[src/rtl/wdt_pkg.sv]
package wdt_pkg;

    typedef enum logic [1:0] {
        ST_OFF  = 2'd0,
        ST_RUN  = 2'd1,
        ST_IRQ  = 2'd2,
        ST_HALT = 2'd3
    } wdt_state_e;

    localparam logic [7:0]  OFS_CTRL  = 8'h00;
    localparam logic [7:0]  OFS_RANGE = 8'h04;
    localparam logic [7:0]  OFS_COUNT = 8'h08;
    localparam logic [7:0]  OFS_KICK  = 8'h0C;

    localparam logic [31:0] KICK_KEY  = 32'h0000_0076;

endpackage

[src/rtl/wdt_regfile.sv]
module wdt_regfile
    import wdt_pkg::*;
#(
    parameter int DW     = 32,
    parameter int ADDR_W = 4,
    parameter int IDX_W  = 4
) (
    input  logic              clk,
    input  logic              rst_n,
    input  logic              bus_sel,
    input  logic              bus_we,
    input  logic [ADDR_W-1:0] bus_addr,
    input  logic [DW-1:0]     bus_wdata,
    input  logic [DW-1:0]     cnt,
    output logic [DW-1:0]     bus_rdata,
    output logic              en,
    output logic              mode,
    output logic [IDX_W-1:0]  run_idx,
    output logic [IDX_W-1:0]  init_idx,
    output logic              kick
);

    localparam logic [ADDR_W-1:0] A_CTRL  = ADDR_W'(OFS_CTRL);
    localparam logic [ADDR_W-1:0] A_RANGE = ADDR_W'(OFS_RANGE);
    localparam logic [ADDR_W-1:0] A_COUNT = ADDR_W'(OFS_COUNT);
    localparam logic [ADDR_W-1:0] A_KICK  = ADDR_W'(OFS_KICK);
    localparam logic [DW-1:0]     KEY     = DW'(KICK_KEY);

    logic wr;
    logic rd;
    logic hit_ctrl;
    logic hit_range;

    assign wr        = bus_sel && bus_we;
    assign rd        = bus_sel && !bus_we;
    assign hit_ctrl  = wr && (bus_addr == A_CTRL);
    assign hit_range = wr && (bus_addr == A_RANGE);
    assign kick      = wr && (bus_addr == A_KICK) && (bus_wdata == KEY);

    // enable only ever ORs in new ones: it is sticky until block reset
    always_ff @(posedge clk or negedge rst_n) begin
        if (!rst_n) begin
            en       <= 1'b0;
            mode     <= 1'b0;
            run_idx  <= '0;
            init_idx <= '0;
        end else begin
            if (hit_ctrl) begin
                en   <= en | bus_wdata[0];
                mode <= bus_wdata[1];
            end
            if (hit_range) begin
                run_idx  <= bus_wdata[IDX_W-1:0];
                init_idx <= bus_wdata[2*IDX_W-1:IDX_W];
            end
        end
    end

    always_comb begin
        bus_rdata = '0;
        if (rd) begin
            case (bus_addr)
                A_CTRL: begin
                    bus_rdata[0] = en;
                    bus_rdata[1] = mode;
                end
                A_RANGE: begin
                    bus_rdata[IDX_W-1:0]       = run_idx;
                    bus_rdata[2*IDX_W-1:IDX_W] = init_idx;
                end
                A_COUNT: bus_rdata = cnt;
                default: bus_rdata = '0;
            endcase
        end
    end

endmodule

[src/rtl/wdt_downcount.sv]
module wdt_downcount #(
    parameter int CW       = 32,
    parameter int IDX_W    = 4,
    parameter int BASE_EXP = 16
) (
    input  logic             clk,
    input  logic             rst_n,
    input  logic             load_init,
    input  logic             load_run,
    input  logic             dec,
    input  logic [IDX_W-1:0] init_idx,
    input  logic [IDX_W-1:0] run_idx,
    output logic [CW-1:0]    cnt,
    output logic             cnt_zero
);

    localparam int           NUM_IDX = 1 << IDX_W;
    localparam logic [CW-1:0] RST_VAL = (CW'(1) << BASE_EXP) - CW'(1);

    logic [CW-1:0] reload_tbl [NUM_IDX];

    for (genvar g = 0; g < NUM_IDX; g++) begin : g_reload
        assign reload_tbl[g] = (CW'(1) << (BASE_EXP + g)) - CW'(1);
    end

    logic [CW-1:0] init_val;
    logic [CW-1:0] run_val;

    assign init_val = reload_tbl[init_idx];
    assign run_val  = reload_tbl[run_idx];
    assign cnt_zero = (cnt == '0);

    always_ff @(posedge clk or negedge rst_n) begin
        if (!rst_n) begin
            cnt <= RST_VAL;
        end else if (load_init) begin
            cnt <= init_val;
        end else if (load_run) begin
            cnt <= run_val;
        end else if (dec) begin
            cnt <= cnt - CW'(1);
        end
    end

endmodule

[src/rtl/wdt_resp_fsm.sv]
module wdt_resp_fsm
    import wdt_pkg::*;
(
    input  logic       clk,
    input  logic       rst_n,
    input  logic       en,
    input  logic       mode,
    input  logic       kick,
    input  logic       cnt_zero,
    output wdt_state_e state,
    output logic       load_init,
    output logic       load_run,
    output logic       dec,
    output logic       irq,
    output logic       sys_rst
);

    wdt_state_e state_nxt;

    always_comb begin
        state_nxt = state;
        unique case (state)
            ST_OFF: begin
                if (en) state_nxt = ST_RUN;
            end
            ST_RUN: begin
                if (kick)          state_nxt = ST_RUN;
                else if (cnt_zero) state_nxt = mode ? ST_IRQ : ST_HALT;
            end
            ST_IRQ: begin
                if (kick)          state_nxt = ST_RUN;
                else if (cnt_zero) state_nxt = ST_HALT;
            end
            ST_HALT: state_nxt = ST_HALT;
            default: state_nxt = ST_OFF;
        endcase
    end

    always_ff @(posedge clk or negedge rst_n) begin
        if (!rst_n) state <= ST_OFF;
        else        state <= state_nxt;
    end

    // counter steering and the two response outputs
    always_comb begin
        load_init = 1'b0;
        load_run  = 1'b0;
        dec       = 1'b0;
        irq       = 1'b0;
        sys_rst   = 1'b0;
        unique case (state)
            ST_OFF: load_init = 1'b1;
            ST_RUN: begin
                load_run = kick || (cnt_zero && mode);
                dec      = !kick && !cnt_zero;
            end
            ST_IRQ: begin
                irq      = 1'b1;
                load_run = kick;
                dec      = !kick && !cnt_zero;
            end
            ST_HALT: sys_rst = 1'b1;
            default: load_init = 1'b1;
        endcase
    end

endmodule

[src/rtl/wdt_timer.sv]
module wdt_timer
    import wdt_pkg::*;
#(
    parameter int DW       = 32,
    parameter int ADDR_W   = 4,
    parameter int IDX_W    = 4,
    parameter int BASE_EXP = 16
) (
    input  logic              clk,
    input  logic              rst_n,
    input  logic              bus_sel,
    input  logic              bus_we,
    input  logic [ADDR_W-1:0] bus_addr,
    input  logic [DW-1:0]     bus_wdata,
    output logic [DW-1:0]     bus_rdata,
    output logic              wdt_irq,
    output logic              wdt_sys_rst
);

    localparam int CW = DW;

    logic             en;
    logic             mode;
    logic [IDX_W-1:0] run_idx;
    logic [IDX_W-1:0] init_idx;
    logic             kick;
    logic [CW-1:0]    cnt;
    logic             cnt_zero;
    logic             load_init;
    logic             load_run;
    logic             dec;
    wdt_state_e       state;

    wdt_regfile #(
        .DW     (DW),
        .ADDR_W (ADDR_W),
        .IDX_W  (IDX_W)
    ) u_regs (
        .clk       (clk),
        .rst_n     (rst_n),
        .bus_sel   (bus_sel),
        .bus_we    (bus_we),
        .bus_addr  (bus_addr),
        .bus_wdata (bus_wdata),
        .cnt       (cnt),
        .bus_rdata (bus_rdata),
        .en        (en),
        .mode      (mode),
        .run_idx   (run_idx),
        .init_idx  (init_idx),
        .kick      (kick)
    );

    wdt_downcount #(
        .CW       (CW),
        .IDX_W    (IDX_W),
        .BASE_EXP (BASE_EXP)
    ) u_cnt (
        .clk       (clk),
        .rst_n     (rst_n),
        .load_init (load_init),
        .load_run  (load_run),
        .dec       (dec),
        .init_idx  (init_idx),
        .run_idx   (run_idx),
        .cnt       (cnt),
        .cnt_zero  (cnt_zero)
    );

    wdt_resp_fsm u_fsm (
        .clk       (clk),
        .rst_n     (rst_n),
        .en        (en),
        .mode      (mode),
        .kick      (kick),
        .cnt_zero  (cnt_zero),
        .state     (state),
        .load_init (load_init),
        .load_run  (load_run),
        .dec       (dec),
        .irq       (wdt_irq),
        .sys_rst   (wdt_sys_rst)
    );

endmodule

[config.mk]
export PLATFORM = sky130hd
export DESIGN_NAME = wdt_timer
export DESIGN_NICKNAME = d
export VERILOG_FILES = /design/src/rtl/wdt_pkg.sv /design/src/rtl/wdt_regfile.sv /design/src/rtl/wdt_downcount.sv /design/src/rtl/wdt_resp_fsm.sv /design/src/rtl/wdt_timer.sv
export SDC_FILE = /design/constraint.sdc
export NUM_CORES = 1
export LEC_CHECK = 0
export BUFFER_PORTS_ARGS = -buffer_cell sky130_fd_sc_hd__buf_2
export CORE_MARGIN = 5
export CORE_UTILIZATION = 59
export DETAILED_ROUTE_END_ITERATION = 6
export PLACE_DENSITY = 0.86
export SLEW_MARGIN = 20
export SYNTH_ARGS = -nofsm -noshare
export SYNTH_HDL_FRONTEND = slang
export SYNTH_SLANG_ARGS = --single-unit
[constraint.sdc]
create_clock -name clk -period 5.4 [get_ports clk]
set_clock_uncertainty 0.2 [all_clocks]
set_input_delay 0.81 -clock clk [delete_from_list [all_inputs] [get_ports clk]]
set_output_delay 0.81 -clock clk [all_outputs]
set_load 0.05 [all_outputs]
==> impl_metrics.json, run 1 <==
{
  "cts_tree": "done",
  "setup_viol_count_final": 0,
  "grtUsageTotal": 0.2536,
  "root_buffer": "clkbuf_8",
  "setup.worst_path.class": "input pin to output port",
  "post-dp-hpwl_microns": 6326,
  "htreeDepth": 2,
  "initial_core_util": 0.6147,
  "syn_avg_cell_area_sq_um": 8.608,
  "areaGrowthSynthToFinish_pct": 16.20,
  "relSlewSlack": 0.3734,
  "status": "finished clean",
  "tns_ps": 0,
  "final_util": 0.7142,
  "cts_buffers": 5,
  "final_hold_viol_count": 0,
  "antenna_found_initial": 0,
  "ir_drop_uv": 210.1,
  "slew_viol_final": 0,
  "dr.pass1.iters": 5,
  "grt_pass1_wl_microns": 14520,
  "synth_edf_count": 0,
  "pwr_density_cell_nw_per_um2": 366.6,
  "wl_per_cell_microns": 17.42,
  "holdBufCountCts": 0,
  "post-route-min-period_ps": 4085,
  "clk_latency_ps": 300,
  "drive_gt1_frac": 0.2784,
  "ys_seq_area_frac": 0.3549,
  "cts.sinks": 44,
  "syn_nets": 413,
  "wl_microns": 8728,
  "startpoint_type": "input pin",
  "p_leak_nw": 1.604,
  "syn_area_sq_um": 3159,
  "vias_per_cell": 6.263,
  "clock_path_buffers": 2,
  "finalPower_mw": 1.346,
  "port_buffers": 73,
  "ys_ff_latch": 44,
  "synthArstFlopShare": 1.000,
  "yosysUniqueCellTypes": 54,
  "fmax_ghz": 0.2448,
  "overflow": 0,
  "core_sq_um": 5140,
  "end_kind": "output port",
  "grt_pass1_vias": 3015,
  "cts_resized": 0,
  "num_vias": 3138,
  "hp-class": "input pin to asynchronous set/reset pin",
  "rsz0062_at_grt": "false",
  "postCtsSetupBuffers": 0,
  "synth_cells": 367,
  "final_common_cell": "buf_2",
  "final_cell_mix": "buf_2, nor3_1, nand2_1",
  "final.period_utilization": 0.7566,
  "cp_max_fo": 19,
  "placed_area_sq_um": 3543,
  "drcViolationCount": 0,
  "cp_data_arrival_time_ps": 3080,
  "finalInstanceArea_sq_um": 3671,
  "yosysWarnings": 0,
  "ant_nets": 0,
  "grt_start_max_net_pins": 45,
  "drt_iter0_markers": 299,
  "maxCapViolations": 0,
  "crit_required_ps": 4390,
  "final_nets": 476,
  "rows": 26,
  "clk_pin_slew_ps": 80,
  "dieArea_sq_um": 6918,
  "worst_pin_slew_ps": 936.4,
  "diodes": 0,
  "die_h_microns": 83.18,
  "pin_count": 74,
  "gp_congestion": 0.9737,
  "synthFlopType": "dfrtp_1",
  "fp.dieW_microns": 83.18
}
-- worst max-delay path: stages --
cell     delay, ps
buf_2           90
or2_2          340
nor2b_1        380
inv_1          200
nor2_1         760
and2_1         230
buf_2          260
-- final timing paths --
| path | slack (ps) | start | cells after the start | to |
|---|---|---|---|---|
| max | 1310 | bus_addr[1] | 7 | bus_rdata[29] |
| min reg2reg | 300 | u_regs.en$_DFFE_PN0P_ | 1 | u_regs.en$_DFFE_PN0P_ |
| max in group asynchronous | 4280 | rst_n | 2 | u_cnt.cnt[1]$_DFFE_PN1P_ |
| max reg2reg | 1500 | u_cnt.cnt[26]$_DFFE_PN0P_ | 7 | u_cnt.cnt[29]$_DFFE_PN0P_ |
| min | 180 | rst_n | 1 | u_cnt.cnt[21]$_DFFE_PN0P_ |
| min in group clk | 300 | u_regs.en$_DFFE_PN0P_ | 1 | u_regs.en$_DFFE_PN0P_ |
-- kinds of logic after synthesis --
group,synth area share
xor gates and xnor gates,0.06376
DFF,0.3548
adders and majority gates,0.02376
AOI/OAI and AO/OA,0.1307
and+or+nand+nor,0.2978
buffers and inverters,0.04317
muxes,0.08594
-- where the power goes --
group | switching (mW) | leakage [nW] | internal, mW
logic | 0.331 | 1.03 | 0.229
clock network | 0.116 | 0.0552 | 0.137
registers | 0.124 | 0.523 | 0.409
total | 0.571 | 1.60 | 0.775
-- final cells by class --
cell class                      instances  area [sq um]
Clock buffer                            6         72.57
Clock inverter                          2         35.03
Fill cell                             418          1469
Inverter                               14         52.55
Multi-Input combinational cell        289          1902
Sequential cell                        44          1121
Tap cell                               70         87.58
Timing Repair Buffer                   76         400.4
-- metrics by stage --
step,setup WS (ps),hold WS (ps),cells
2_1_floorplan,1611,249.7,367
4_1_cts,1314,309.9,500
3_3_place_gp,1420,298.8,492
3_5_place_dp,1311,291.4,492
6_report,1315,179.1,501
5_1_grt,1038,200.7,501
-- cells in the mapped netlist (all sizes together) (2+ instances only) --
library cell   n  area share
nor2b          3      0.0059
a22oi          9       0.021
and3           2      0.0040
or3           10       0.020
o211ai         3      0.0071
or4            7       0.019
dfstp         16        0.13
ha             6       0.024
nand2         29       0.034
a31oi          4      0.0079
o22a           2      0.0055
a21oi         10       0.016
o22ai          4      0.0079
and2          22       0.044
o21a           5       0.012
nor2          25       0.030
o21ai         14       0.022
xor2           4       0.011
inv           14       0.017
nand3b         2      0.0048
nand4b         2      0.0055
xnor2         19       0.053
nor4b          2      0.0055
dfrtp         28        0.22
clkbuf        16       0.019
nor3          30       0.048
mux2i         11       0.035
or2            4      0.0087
nand4          4      0.0079
nand3          8       0.013
mux2          14       0.051
buf            4      0.0075
nor4          20       0.040
-- registers in the layout, indices dropped and copies added, names as in the netlist --
name / flops
u_fsm.state: 2
u_cnt.cnt: 32
u_regs.mode: 1
u_regs.init_idx: 4
u_regs.en: 1
u_regs.run_idx: 4
-- per-layer routing --
metal | vias up | routed length (microns) | GRT usage
li1 | 1465 | - | -
met1 | 1449 | 3641 | 0.3360
met2 | 196 | 3962 | 0.4052
met3 | 28 | 875 | 0.05644
met4 | 0 | 248 | 0.09361
met5 | - | 0 | 0
Power figures use the tool's default switching activity.
==> run 2: changes to the inputs <==
--- a/config.mk
+++ b/config.mk
@@ -5,11 +5,12 @@
 export SDC_FILE = /design/constraint.sdc
 export NUM_CORES = 1
 export LEC_CHECK = 0
+export ABC_AREA = 1
 export BUFFER_PORTS_ARGS = -buffer_cell sky130_fd_sc_hd__buf_2
 export CORE_MARGIN = 5
-export CORE_UTILIZATION = 59
+export CORE_UTILIZATION = 51
 export DETAILED_ROUTE_END_ITERATION = 6
-export PLACE_DENSITY = 0.86
+export PLACE_DENSITY = 0.77
 export SLEW_MARGIN = 20
 export SYNTH_ARGS = -nofsm -noshare
 export SYNTH_HDL_FRONTEND = slang
==> constraint.sdc (replaced) <==
create_clock -name clk -period 3.47 [get_ports clk]
set_clock_uncertainty 0.2 [all_clocks]
set_input_delay 0.5205 -clock clk [delete_from_list [all_inputs] [get_ports clk]]
set_output_delay 0.5205 -clock clk [all_outputs]
set_load 0.05 [all_outputs]
==> run 2 against run 1 <==
  * Non-clock buffer count rose by 1
  * Power shrank 10%
  * Synthesized cell count up 75%
  * Global-route usage fell by 1.2 points
  * Critical path depth grew 3
  * Flip-flop and latch count unchanged
  * Die area increased by 36%
  * Clock power rose by 61%
  * Via count rose by 40%
  * Wire length is 32% higher
  * First-iteration DRC count rose by 15%
  * Final cell count up 61%
  * Highest routed layer unchanged
==> impl_metrics.json, run 2 <==
{
  "final_common_cell": "nand2_1",
  "port_buffers": 73,
  "hp-class": "input pin to asynchronous set/reset pin",
  "relSlewSlack": 0.5216,
  "finalPower_mw": 1.211,
  "crit_required_ps": 2750,
  "clk_pin_slew_ps": 90,
  "largest_reg_flops": 32,
  "dieArea_sq_um": 9400,
  "synth_top_cell_area_share": 0.1817,
  "drt_iter0_markers": 344,
  "drive_gt1_frac": 0.1836,
  "ir_drop_uv": 142.1,
  "dr.pass1.iters": 5,
  "synthFlopType": "dfrtp_1",
  "worst_pin_slew_ps": 716.9,
  "clock_path_buffers": 2,
  "pin_count": 74,
  "yosysUniqueCellTypes": 36,
  "final_hold_viol_count": 0,
  "yosys-top-cells-count": "nand2_1, nor2_1, inv_1, nand3_1, nor3_1",
  "initial_core_util": 0.5288,
  "pre_cts_ws_ps": 598.9,
  "status": "finished clean",
  "diodes": 0,
  "areaGrowthSynthToFinish_pct": 14.08,
  "die_h_microns": 96.96,
  "crit_chain": "buf_2 -> nor2_2 -> nand2_1 -> nor2_1 -> clkinv_1 -> buf_4 -> o221ai_1 -> nand2_1 -> inv_1 -> buf_2",
  "yosysMostFrequentCell": "nand2_1",
  "setup_slack_ps": 572.6,
  "p_leak_nw": 2.218,
  "clk_latency_ps": 300,
  "routed-wl-met2_microns": 5258,
  "syn_avg_cell_area_sq_um": 6.016,
  "yosysWarnings": 0,
  "pwr_density_cell_nw_per_um2": 275.3,
  "synthTopCellsByArea": "dfrtp_1, nand2_1, nor2_1, dfstp_2, inv_1",
  "drcViolationCount": 0,
  "final_util": 0.6033,
  "num_vias": 4383,
  "grt_pass1_wl_microns": 19200,
  "fp.dieW_microns": 96.96,
  "tns_ps": 0,
  "fmax_ghz": 0.3451,
  "wl_met1_microns": 4935,
  "rrSetupSlack_ps": 880,
  "final.period_utilization": 0.8350,
  "wl_microns": 11520,
  "placed_area_sq_um": 4285,
  "htreeDepth": 2,
  "startpoint_type": "input pin",
  "cp_data_arrival_time_ps": 2180,
  "final_nets": 753,
  "crit_path_top_delay_cell": "nor2_1",
  "synth_edf_count": 0,
  "finalInstanceArea_sq_um": 4399,
  "highest_layer": "met4",
  "holdBufCountCts": 0,
  "setup_viol_count_final": 0,
  "maxCapViolations": 0,
  "top_register": "u_cnt.cnt",
  "cts.sinks": 44,
  "slew_viol_final": 0,
  "ant_nets": 0,
  "timing.hold.ws_ps": 12.49,
  "ys_ff_latch": 44,
  "cts_buffers": 5,
  "yosysTopAreaCell": "dfrtp_1",
  "syn_area_sq_um": 3856,
  "dp_cells": 799,
  "wl_met3_microns": 1035,
  "largest_registers": "u_cnt.cnt: 32 flops, u_regs.init_idx: 4 flops, u_regs.run_idx: 4 flops",
  "post-route-min-period_ps": 2897,
  "max_stage_delay_ps": 410,
  "ys_seq_area_frac": 0.2907,
  "wl_per_cell_microns": 14.28,
  "vias_per_cell": 5.431,
  "cts_resized": 0,
  "grt_pass1_vias": 4120,
  "antenna_found_initial": 0,
  "setup.worst_path.class": "input pin to output port",
  "grt_start_max_net_pins": 45,
  "gp_congestion": 0.9850,
  "end_kind": "output port",
  "syn_nets": 687,
  "rsz0062_at_grt": "false",
  "cp_max_fo": 26,
  "synthArstFlopShare": 1.000,
  "root_buffer": "clkbuf_8",
  "final_cell_mix": "nand2_1, nor2_1, inv_1",
  "synth_cells": 641,
  "cts_tree": "done",
  "postCtsSetupBuffers": 0,
  "rows": 31,
  "post-dp-hpwl_microns": 8914,
  "overflow": 0,
  "grtUsageTotal": 0.2420,
  "instances_no_fill": 807,
  "core_sq_um": 7292
}
## run 2: changes by cell type in the layout (fill, tap and decap cells not counted), moves of 20 or more
cell,change
inv_1,+65
and2_1,-20
nand2_1,+142
nor2_1,+93
nor4_1,-20
nand3_1,+42
## run 2: worst paths after layout
kind                                          startpoint                              to  depth (start not counted)
worst max-delay path                         bus_addr[1]                    bus_rdata[0]                         10
worst min-delay path                               rst_n       u_cnt.cnt[31]$_DFFE_PN0P_                          1
worst max register to register  u_cnt.cnt[0]$_DFFE_PN1P_       u_cnt.cnt[16]$_DFFE_PN0P_                         14
worst min register to register  u_cnt.cnt[0]$_DFFE_PN1P_        u_cnt.cnt[0]$_DFFE_PN1P_                          2
max in group asynchronous                          rst_n  u_regs.init_idx[3]$_DFFE_PN0P_                          1
min in group clk                            bus_wdata[7]  u_regs.init_idx[3]$_DFFE_PN0P_                          3
## run 2: layout make-up
| class | count | area [sq um] |
|---|---|---|
| Clock buffer | 5 | 68.82 |
| Tap cell | 99 | 123.9 |
| Fill cell | 746 | 2893 |
| Multi-Input combinational cell | 492 | 2318 |
| Inverter | 87 | 326.6 |
| Clock inverter | 3 | 42.54 |
| Sequential cell | 44 | 1121 |
| Timing Repair Buffer | 77 | 397.9 |
## run 2: kinds of logic after synthesis
family | synth area share
simple gates | 0.4727
buf+inv | 0.1080
compound gates | 0.07885
flops | 0.2907
xor+xnor | 0.02725
fa+ha+maj | 0.01947
mux | 0.002920
## run 2: per-layer routing
metal / vias up / track usage
li1: 2158 / -
met5: - / 0
met2: 230 / 0.4013
met4: 0 / 0.08099
met1: 1969 / 0.3168
met3: 26 / 0.04460
## run 2: where the power goes
part	switching, mW	total [mW]	internal [mW]
clock network	0.193	0.407	0.214
registers	0.0668	0.624	0.557
logic	0.118	0.181	0.0624
total	0.378	1.21	0.833
## run 2: critical path: cells and delay by family
family / cells / cell delay (ps)
buffers and inverters: 5 / 760
AND/OR/NAND/NOR: 4 / 690
AO/OA/AOI/OAI: 1 / 200
==> run 3: changes to the inputs <==
--- a/config.mk
+++ b/config.mk
@@ -5,12 +5,12 @@
 export SDC_FILE = /design/constraint.sdc
 export NUM_CORES = 1
 export LEC_CHECK = 0
-export ABC_AREA = 1
+export ABC_AREA = 0
 export BUFFER_PORTS_ARGS = -buffer_cell sky130_fd_sc_hd__buf_2
 export CORE_MARGIN = 5
-export CORE_UTILIZATION = 51
+export CORE_UTILIZATION = 55
 export DETAILED_ROUTE_END_ITERATION = 6
-export PLACE_DENSITY = 0.77
+export PLACE_DENSITY = 0.81
 export SLEW_MARGIN = 20
 export SYNTH_ARGS = -nofsm -noshare
 export SYNTH_HDL_FRONTEND = slang
==> constraint.sdc (replaced) <==
create_clock -name clk -period 2.9 [get_ports clk]
set_clock_uncertainty 0.2 [all_clocks]
set_input_delay 0.435 -clock clk [delete_from_list [all_inputs] [get_ports clk]]
set_output_delay 0.435 -clock clk [all_outputs]
set_load 0.05 [all_outputs]
==> run 3 against run 2 <==
  * The flow now finishes with violations (setup timing)
  * Flip-flop and latch count did not move
  * Non-clock buffer count up 69
  * Critical endpoint is now u_cnt.cnt[17]$_DFFE_PN0P_
  * Wire length is 7.4% lower
  * Final area is 0.68% higher
  * Hold slack gained 150 ps
  * Critical path type is now register to register
  * Via count down 18%
  * Final cell count is 29% lower
  * Sequential share of layout area fell by 0.17 points
  * Largest power group is now combinational cells
  * Critical path depth fell by 2
==> impl_metrics.json, run 3 (synthesized netlist as in run 1, its figures left out) <==
{
  "status": "finished, violations left",
  "failed_checks": "setup timing",
  "final.period_utilization": 1.139,
  "diodes": 0,
  "startpoint_type": "register",
  "overflow": 0,
  "post-dp-hpwl_microns": 7283,
  "setup_viol_count_final": 31,
  "dp_cells": 555,
  "relSlewSlack": 0.5598,
  "rows": 27,
  "ir_drop_uv": 440.5,
  "final_util": 0.7995,
  "setup_slack_ps": -402.6,
  "clk_latency_ps": 310,
  "rrSetupSlack_ps": -400,
  "end_kind": "register",
  "crit_required_ps": 2890,
  "cts.sinks": 44,
  "maxCapViolations": 0,
  "pre_cts_ws_ps": -347.0,
  "drt_iter0_markers": 375,
  "num_vias": 3576,
  "clock_path_buffers": 2,
  "top_register": "u_cnt.cnt",
  "final_hold_viol_count": 0,
  "die_h_microns": 85.79,
  "final_common_cell": "buf_2",
  "port_buffers": 73,
  "grtUsageTotal": 0.2900,
  "ant_nets": 0,
  "largest_registers": "u_cnt.cnt: 32 flops, u_regs.init_idx: 4 flops, u_regs.run_idx: 4 flops",
  "cp-startpoint": "u_cnt.cnt[26]$_DFFE_PN0P_",
  "areaGrowthSynthToFinish_pct": 40.20,
  "instances_no_fill": 574,
  "vias_per_cell": 6.230,
  "cp_data_arrival_time_ps": 3290,
  "worst_pin_slew_ps": 660.2,
  "initial_core_util": 0.5702,
  "r2r_start": "u_cnt.cnt[26]$_DFFE_PN0P_",
  "fp.dieW_microns": 85.79,
  "final_cell_mix": "buf_2, buf_4, dfrtp_1",
  "htreeDepth": 2,
  "grt_pass1_vias": 3542,
  "cts_tree": "done",
  "placed_area_sq_um": 4040,
  "dieArea_sq_um": 7360,
  "drcViolationCount": 0,
  "fmax_ghz": 0.3028,
  "grt_start_max_net_pins": 45,
  "setup.worst_path.class": "register to register",
  "core_sq_um": 5540,
  "p_leak_nw": 1.990,
  "wl_per_cell_microns": 18.58,
  "dr.pass1.iters": 5,
  "grt_pass1_wl_microns": 17090,
  "final_nets": 547,
  "cp-endpoint": "u_cnt.cnt[17]$_DFFE_PN0P_",
  "finalInstanceArea_sq_um": 4429,
  "post-route-min-period_ps": 3303,
  "worstReg2RegEnd": "u_cnt.cnt[17]$_DFFE_PN0P_",
  "hp-class": "input pin to register",
  "clk_pin_slew_ps": 90,
  "finalPower_mw": 3.178,
  "drive_gt1_frac": 0.4422,
  "root_buffer": "clkbuf_8",
  "slew_viol_final": 0,
  "cts_buffers": 5,
  "reg2reg_depth": 8,
  "gp_congestion": 0.9395,
  "antenna_found_initial": 0,
  "cp_max_fo": 5,
  "largest_reg_flops": 32,
  "rsz0062_at_grt": "true",
  "pin_count": 74,
  "pwr_density_cell_nw_per_um2": 717.5,
  "wl_microns": 10670
}
==> run 3: changes by cell type in the layout (fill, tap and decap cells not counted), sizes merged, moves of 21 or more <==
cell   previous run  this run
and2              1        22
buf              77       145
inv              82        14
nand2           178        29
nand3            51         8
nor2            131        25
==> run 3: worst max-delay path, cell delays in order, from the launching register on <==
cell,delay (ps)
dfrtp_1,390
or4_4,530
or4_4,430
or4_4,580
and2_4,160
o31a_1,290
or2_4,300
buf_4,160
mux2i_2,140
==> run 3: worst min path at each step <==
| stage | startpoint | depth (start not counted) | end | slack (ps) |
|---|---|---|---|---|
| floorplan | rst_n | 0 | u_cnt.cnt[16]$_DFFE_PN0P_ | -60 |
| global placement | u_regs.en$_DFFE_PN0P_ | 1 | u_regs.en$_DFFE_PN0P_ | 310 |
| detailed placement | u_regs.en$_DFFE_PN0P_ | 1 | u_regs.en$_DFFE_PN0P_ | 320 |
| CTS | rst_n | 1 | u_cnt.cnt[21]$_DFFE_PN0P_ | 130 |
| global route | bus_wdata[4] | 3 | u_regs.init_idx[0]$_DFFE_PN0P_ | 180 |
| finish | bus_wdata[4] | 3 | u_regs.init_idx[0]$_DFFE_PN0P_ | 160 |
==> run 3: where the power goes <==
part / internal, mW / leakage, nW / total (mW) / switching, mW
logic: 0.847 / 1.41 / 1.79 / 0.943
clock network: 0.255 / 0.0541 / 0.482 / 0.227
registers: 0.761 / 0.523 / 0.907 / 0.146
==> run 3: area by class of cell <==
cell class	count	area [sq um]
Clock buffer	5	68.82
Clock inverter	3	42.54
Fill cell	361	1111
Inverter	14	52.55
Multi-Input combinational cell	290	2087
Sequential cell	44	1121
Tap cell	72	90.09
Timing Repair Buffer	146	967.2
==> run 3: per-stage QoR <==
stage	hold WS [ps]	setup TNS [ps]
after floorplan	-60.59	-5153
after global placement	307.6	-4712
after detailed placement	315.7	-6271
after CTS	125.7	-5265
after global routing	177.8	-8875
final	157.9	-6826
==> run 3: per-layer routing <==
metal  track usage  part of all wire  vias to the layer above
li1              -                 -                     1614
met4        0.1050             0.036                        0
met3       0.06820              0.11                       46
met5             0                 0                        -
met2        0.4831              0.47                      263
met1        0.3668              0.39                     1653
==> run 3: repair_timing <==
action | 4_1_cts | 5_1_grt
hold buffers | 0 | 1
hold endpoints to repair | 0 | 28
buffers inserted | 4 | 7
setup endpoints to repair | 33 | 32
cloned | 3 | 0
pin swaps | 19 | 14
resized for setup | 34 | 15
